<file path="config.mk">
export PLATFORM = sky130hd
export DESIGN_NAME = wip_status_rd
export DESIGN_NICKNAME = d
export VERILOG_FILES = /design/src/rtl/wip_pkg.sv /design/src/rtl/wip_strobe.sv /design/src/rtl/wip_toggle.sv /design/src/rtl/wip_outmux.sv /design/src/rtl/wip_status_rd.sv
export SDC_FILE = /design/constraint.sdc
export NUM_CORES = 1
export LEC_CHECK = 0
export ABC_CLOCK_PERIOD_IN_PS = 1300
export BUFFER_PORTS_ARGS = -buffer_cell sky130_fd_sc_hd__clkbuf_2
export CELL_PAD_IN_SITES_DETAIL_PLACEMENT = 0
export CELL_PAD_IN_SITES_GLOBAL_PLACEMENT = 1
export CORE_MARGIN = 2
export CORE_UTILIZATION = 24
export DETAILED_ROUTE_END_ITERATION = 7
export PLACE_DENSITY_LB_ADDON = 0.12
export SYNTH_ARGS = -nofsm -noshare
export SYNTH_HDL_FRONTEND = slang
export SYNTH_SLANG_ARGS = --single-unit
</file>
<file path="constraint.sdc">
create_clock -name clk -period 1.3 [get_ports clk]
set_input_delay 0.065 -clock clk [delete_from_list [all_inputs] [get_ports clk]]
set_output_delay 0.065 -clock clk [all_outputs]
set_load 0.02 [all_outputs]
</file>
<file path="src/rtl/wip_pkg.sv">
package wip_pkg;
  localparam int unsigned DATA_W   = 8;
  localparam int unsigned POLL_POS = 7;
  localparam int unsigned TOG_POS  = 6;

  typedef enum logic [1:0] {
    SRC_PASS = 2'd0,
    SRC_INV  = 2'd1,
    SRC_TOG  = 2'd2
  } bit_src_e;

  function automatic bit_src_e status_src(input int unsigned pos,
                                          input int unsigned poll_pos,
                                          input int unsigned tog_pos);
    if (pos == poll_pos) return SRC_INV;
    if (pos == tog_pos)  return SRC_TOG;
    return SRC_PASS;
  endfunction
endpackage

</file>
<file path="src/rtl/wip_strobe.sv">
module wip_strobe (
  input  logic clk,
  input  logic rst_n,
  input  logic ce_n,
  input  logic oe_n,
  input  logic we_n,
  output logic rd_now,
  output logic rd_rise
);
  logic rd_q;

  assign rd_now  = ~ce_n & ~oe_n & we_n;
  assign rd_rise = rd_now & ~rd_q;

  always_ff @(posedge clk) begin
    if (!rst_n) rd_q <= 1'b0;
    else        rd_q <= rd_now;
  end

  // a held read produces no further access starts
  assert_single_start_R7: assert property (@(posedge clk) disable iff (!rst_n)
    rd_rise |=> !rd_rise);
endmodule

</file>
<file path="src/rtl/wip_toggle.sv">
module wip_toggle (
  input  logic clk,
  input  logic rst_n,
  input  logic busy,
  input  logic wr_start,
  input  logic rd_rise,
  output logic tog_q,
  output logic tog_nxt
);
  always_comb begin
    if (wr_start)            tog_nxt = 1'b0;
    else if (busy && rd_rise) tog_nxt = ~tog_q;
    else                     tog_nxt = tog_q;
  end

  always_ff @(posedge clk) begin
    if (!rst_n) tog_q <= 1'b0;
    else        tog_q <= tog_nxt;
  end

  assert_flip_R5: assert property (@(posedge clk) disable iff (!rst_n)
    (busy && rd_rise && !wr_start) |=> (tog_q != $past(tog_q)));

  assert_clear_R6: assert property (@(posedge clk) disable iff (!rst_n)
    wr_start |=> !tog_q);

  assert_hold_idle_R8: assert property (@(posedge clk) disable iff (!rst_n)
    (!busy && !wr_start) |=> $stable(tog_q));
endmodule

</file>
<file path="src/rtl/wip_outmux.sv">
module wip_outmux
  import wip_pkg::*;
#(
  parameter int unsigned DW   = DATA_W,
  parameter int unsigned PPOS = POLL_POS,
  parameter int unsigned TPOS = TOG_POS
) (
  input  logic          clk,
  input  logic          rst_n,
  input  logic          rd_now,
  input  logic          busy,
  input  logic          tog_nxt,
  input  logic [DW-1:0] last_data,
  input  logic [DW-1:0] arr_data,
  output logic [DW-1:0] dout,
  output logic          dout_en
);
  logic [DW-1:0] status_w;

  for (genvar i = 0; i < DW; i++) begin : g_bit
    localparam bit_src_e SRC = status_src(i, PPOS, TPOS);
    if (SRC == SRC_INV) begin : g_inv
      assign status_w[i] = ~last_data[i];
    end else if (SRC == SRC_TOG) begin : g_tog
      assign status_w[i] = tog_nxt;
    end else begin : g_pass
      assign status_w[i] = last_data[i];
    end
  end

  always_ff @(posedge clk) begin
    if (!rst_n) begin
      dout    <= '0;
      dout_en <= 1'b0;
    end else begin
      dout_en <= rd_now;
      if (!rd_now)   dout <= '0;
      else if (busy) dout <= status_w;
      else           dout <= arr_data;
    end
  end

  assert_poll_R3: assert property (@(posedge clk) disable iff (!rst_n)
    (rd_now && busy) |=> (dout[PPOS] == ~$past(last_data[PPOS])));

  assert_pass_R2: assert property (@(posedge clk) disable iff (!rst_n)
    (rd_now && !busy) |=> (dout == $past(arr_data)));
endmodule

</file>
<file path="src/rtl/wip_status_rd.sv">
module wip_status_rd
  import wip_pkg::*;
#(
  parameter int unsigned DW   = DATA_W,
  parameter int unsigned PPOS = POLL_POS,
  parameter int unsigned TPOS = TOG_POS
) (
  input  logic          clk,
  input  logic          rst_n,
  input  logic          ce_n,
  input  logic          oe_n,
  input  logic          we_n,
  input  logic          busy,
  input  logic          wr_start,
  input  logic [DW-1:0] last_data,
  input  logic [DW-1:0] arr_data,
  output logic [DW-1:0] dout,
  output logic          dout_en
);
  logic rd_now, rd_rise, tog_q, tog_nxt;

  wip_strobe u_strobe (
    .clk(clk), .rst_n(rst_n), .ce_n(ce_n), .oe_n(oe_n), .we_n(we_n),
    .rd_now(rd_now), .rd_rise(rd_rise)
  );

  wip_toggle u_toggle (
    .clk(clk), .rst_n(rst_n), .busy(busy), .wr_start(wr_start),
    .rd_rise(rd_rise), .tog_q(tog_q), .tog_nxt(tog_nxt)
  );

  wip_outmux #(.DW(DW), .PPOS(PPOS), .TPOS(TPOS)) u_mux (
    .clk(clk), .rst_n(rst_n), .rd_now(rd_now), .busy(busy),
    .tog_nxt(tog_nxt), .last_data(last_data), .arr_data(arr_data),
    .dout(dout), .dout_en(dout_en)
  );

  assert_hiz_R1: assert property (@(posedge clk) disable iff (!rst_n)
    (ce_n || oe_n || !we_n) |=> (!dout_en && dout == '0));

  assert_drive_R1: assert property (@(posedge clk) disable iff (!rst_n)
    (!ce_n && !oe_n && we_n) |=> dout_en);
endmodule

</file>
Word-level counts from Yosys, hierarchy flattened:

Cells that the tools add are included.

* reductions and logical operators: 2
* bitwise operators: 8
* muxes and demuxes: 3

Operators with widths (count)
* $mux W8: 1
* $not A1 Y1: 5
* $and A1 B1 Y1: 3
* $mux W1: 2
* $reduce_and A2 Y1: 1
* $logic_and A1 B1 Y1: 1

* bits in registers: 10
* output and inout bits: 9
* logic and storage cells: 16
* bits of input ports: 23

Longest topological paths before layout:

* depth in word-level cells: 8
* depth in mapped cells: 5
* mapped depth without buffers: 5

Cells and area by module:

A second synthesis with hierarchy kept.

* cells, all modules: 39
* area total of the unflattened synthesis: 425.4 um^2

Modules (own cells, without submodules)
* wip_outmux: area an instance 316.6 um^2, times used 1, cells an instance 29, sequential area each 180.2 um^2
* wip_strobe: area an instance 55.1 um^2, times used 1, cells an instance 4, sequential area each 20.0 um^2
* wip_toggle: area an instance 53.8 um^2, times used 1, cells an instance 6, sequential area each 20.0 um^2

Least setup slack after synthesis:

No wires, ideal clock.

* path kind: flip-flop to flip-flop
* start point: register u_mux.dout_en (netlist name)
* end point: register u_mux.dout[6]
* arrival time: 0.962 ns
* stages on the path, launching flop included: 4
* slack: 0.251 ns
* buffers on the path: 0
* required time: 1.213 ns
* path through: dfxtp_1 -> nor4b_1 -> xnor2_1 -> o31ai_1

RTL lines
* end signal, assigned: RTL line wip_outmux.sv:38 `else if (busy) dout <= status_w;`
* end signal, assigned: RTL line wip_outmux.sv:39 `else dout <= arr_data;`
* end, declared: RTL line wip_outmux.sv:15 `output logic [DW-1:0] dout,`

==> results.sh <==
export IMPL_crit_start="u_mux.dout_en"
export IMPL_p_per_area_nw_per_um2=1100
export IMPL_syn_cell_area_um2=392
export IMPL_grt_ovfl_total=0
export IMPL_final_util_pct=40.6
export IMPL_hp_start="arr_data[7]"
export IMPL_vias_per_cell=4.17
export IMPL_vias=384
export IMPL_yosysTopAreaCellShare_pct=51.1
export IMPL_grt_setup_unrepaired="no"
export IMPL_start_util_pct=25.7
export IMPL_grt_pass1_vias=312
export IMPL_syn_nets=63
export IMPL_setup_violations=0
export IMPL_irDropWorstVdd_mv=0.488
export IMPL_ys_ff_latch=10
export IMPL_path_buf_inv=0
export IMPL_cts_resized=0
export IMPL_clock_sinks=10
export IMPL_cp_slowest_stage_delay_ns=0.33
export IMPL_worst_slew_pin_slew_ns=0.354
export IMPL_dieHeight_um=44.4
export IMPL_path_cells="nor4b_1 -> xnor2_1 -> o31ai_1"
export IMPL_grt_max_degree=8
export IMPL_drc=0
export IMPL_ant_nets=0
export IMPL_avgSynthCellArea_um2=9.79
export IMPL_min_path_type="input pin to flip-flop"
export IMPL_postCtsSetupRepairBufs=0
export IMPL_start_kind="flip-flop"
export IMPL_syn_to_final_growth_pct=57.8
export IMPL_r2r_start="u_mux.dout_en"
export IMPL_drt_iter0_drc=0
export IMPL_synth_top_area_cell="dfxtp_1"
export IMPL_p_leak_nw=0.329
export IMPL_dpl_hpwl_um=717
export IMPL_cts_clk_slew_worst_paths_ns=0.07
export IMPL_synth_cell_types=16
export IMPL_die_x_um=44.4
export IMPL_cp_required_ns=1.49
export IMPL_final_setup_skew_ns=0.000142
export IMPL_antenna_cells=0
export IMPL_end_kind="flip-flop"
export IMPL_layout_nets=100
export IMPL_outcome="finished, final reports clean"
export IMPL_num_io_pins=32
export IMPL_slew_viol_final=0
export IMPL_io_buffers=30
export IMPL_synth_area_top_cells="dfxtp_1 51%, mux2i_1 18%, nor2_1 7.7%"
export IMPL_yosysWarnings=0
export IMPL_min_period_over_period_pct=81.8
export IMPL_cp_max_fo=3
export IMPL_cts_tree="built"
export IMPL_die_area_um2=1970
export IMPL_critical_path_top_delay_family="simple AND/OR/NAND/NOR gates"
export IMPL_core_area_um2=1520
export IMPL_clk_latency_ns=0.26
export IMPL_timing_fmax_mhz=940
export IMPL_drv_cap=0
export IMPL_hold_viol=0
export IMPL_path_class="flip-flop to flip-flop"
export IMPL_ctsHoldBuffers=1
export IMPL_grt_pass1_wl_um=1260
export IMPL_cts_root_buf="clkbuf_4"
export IMPL_wl_per_cell_um=9.35
export IMPL_row_count=14
export IMPL_critPathSlowestCell="nor4b_1"
export IMPL_gp_congestion=0.683
export IMPL_drive_gt1_share_pct=47.4
export IMPL_setup_tns_ns=0
export IMPL_antenna_found_initial=0
export IMPL_slew_headroom_pct=76.1
export IMPL_fin_crit_ns=1.06
export IMPL_dr_pass1_iters=1
export IMPL_htreeDepth=1
export IMPL_numCtsBuffers=3
export IMPL_syn_instance_count=40
export IMPL_track_usage_pct=9.47
export IMPL_cts_max_path_buffers=2
export IMPL_wirelength_um=860
export IMPL_worstPathArrival_ns=1.25
export IMPL_ys_seq_area_share_pct=51.1
## Yosys cell counts
| cell | number |
|---|---|
| a21oi_1 | 1 |
| mux2i_1 | 7 |
| or3_1 | 1 |
| nand2_1 | 1 |
| nand2b_1 | 2 |
| or3b_1 | 1 |
| nor4b_1 | 1 |
| xnor2_1 | 1 |
| nor2_1 | 8 |
| dfxtp_1 | 10 |
| o21ai_0 | 1 |
| inv_1 | 2 |
| nand3b_1 | 1 |
| nand3_1 | 1 |
| o31ai_1 | 1 |
| buf_2 | 1 |
## layer usage
| layer | vias up | share of wire, % | track usage [%] | wire length (um) |
|---|---|---|---|---|
| met3 | 0 | 11 | 5.71 | 91 |
| met1 | 163 | 41 | 10.8 | 356 |
| li1 | 205 | - | - | - |
| met5 | - | 0 | 0 | 0 |
| met2 | 16 | 48 | 13.5 | 412 |
| met4 | 0 | 0 | 5.45 | 0 |
## cell families after synthesis
| group | after synthesis | synth area share (%) |
|---|---|---|
| DFF | 10 | 51.1 |
| AOI/OAI and AO/OA | 3 | 4.47 |
| xor gates and xnor gates | 1 | 2.24 |
| and+or+nand+nor | 16 | 21.1 |
| buffers and inverters | 3 | 3.19 |
| muxes | 7 | 17.9 |
## cell type report
class	instances	area [um^2]
well taps	16	20.0
repair buffers	33	175
inverters	2	7.51
clock buffers	4	36.3
fillers	159	906
flip-flops and latches	10	200
multi-input cells	27	179
## placed cells by master, fill, tap and decap left out
cell,netlist,layout
dlygate4sd3_1,0,1
nand2b_1,2,2
nand3_1,1,1
inv_1,2,2
clkbuf_2,0,30
or3b_1,1,1
o31ai_1,1,1
a21oi_1,1,1
clkbuf_8,0,1
nor4b_1,1,1
buf_4,0,2
nand3b_1,1,1
dfxtp_1,10,10
clkbuf_4,0,3
xnor2_1,1,1
o21ai_0,1,1
nor2_1,8,8
or3_1,1,1
nand2_1,1,1
mux2i_1,7,7
## worst paths after layout
check	end	slack (ns)	depth (start not counted)
setup / recovery	u_mux.dout[6]	0.24	3
hold / removal	u_mux.dout[7]	0.03	3
setup reg to reg	u_mux.dout[6]	0.24	3
hold reg to reg	u_toggle.tog_q	0.51	2
## where the power goes
group | total [mW] | internal [mW] | switching (mW)
clock network | 0.281 | 0.170 | 0.112
logic | 0.0844 | 0.0478 | 0.0365
registers | 0.314 | 0.312 | 0.00194
## state kept, by name, summed over array words and instances (netlist names)
register        count
u_mux.dout_en       1
u_mux.dout          8
u_toggle.tog_q      1
## stage by stage
stage | cells | power (mW) | area [um^2] | worst slack [ns] | hold WS [ns]
6_report | 92 | 0.679 | 618 | 0.236 | 0.0264
5_1_grt | 92 | 0.717 | 618 | 0.112 | 0.0263
4_1_cts | 92 | 0.692 | 618 | 0.202 | 0.0174
3_5_place_dp | 87 | 0.404 | 572 | 0.201 | 0.271
3_3_place_gp | 87 | 0.404 | 572 | 0.205 | 0.279
2_1_floorplan | 40 | 0.360 | 392 | 0.251 | 0.166
## tightest hold or removal path, cell delays in order
cell	delay [ns]
clkbuf_2	0.07
mux2i_1	0.05
nor2_1	0.07
(Power assumes the default switching activity.)
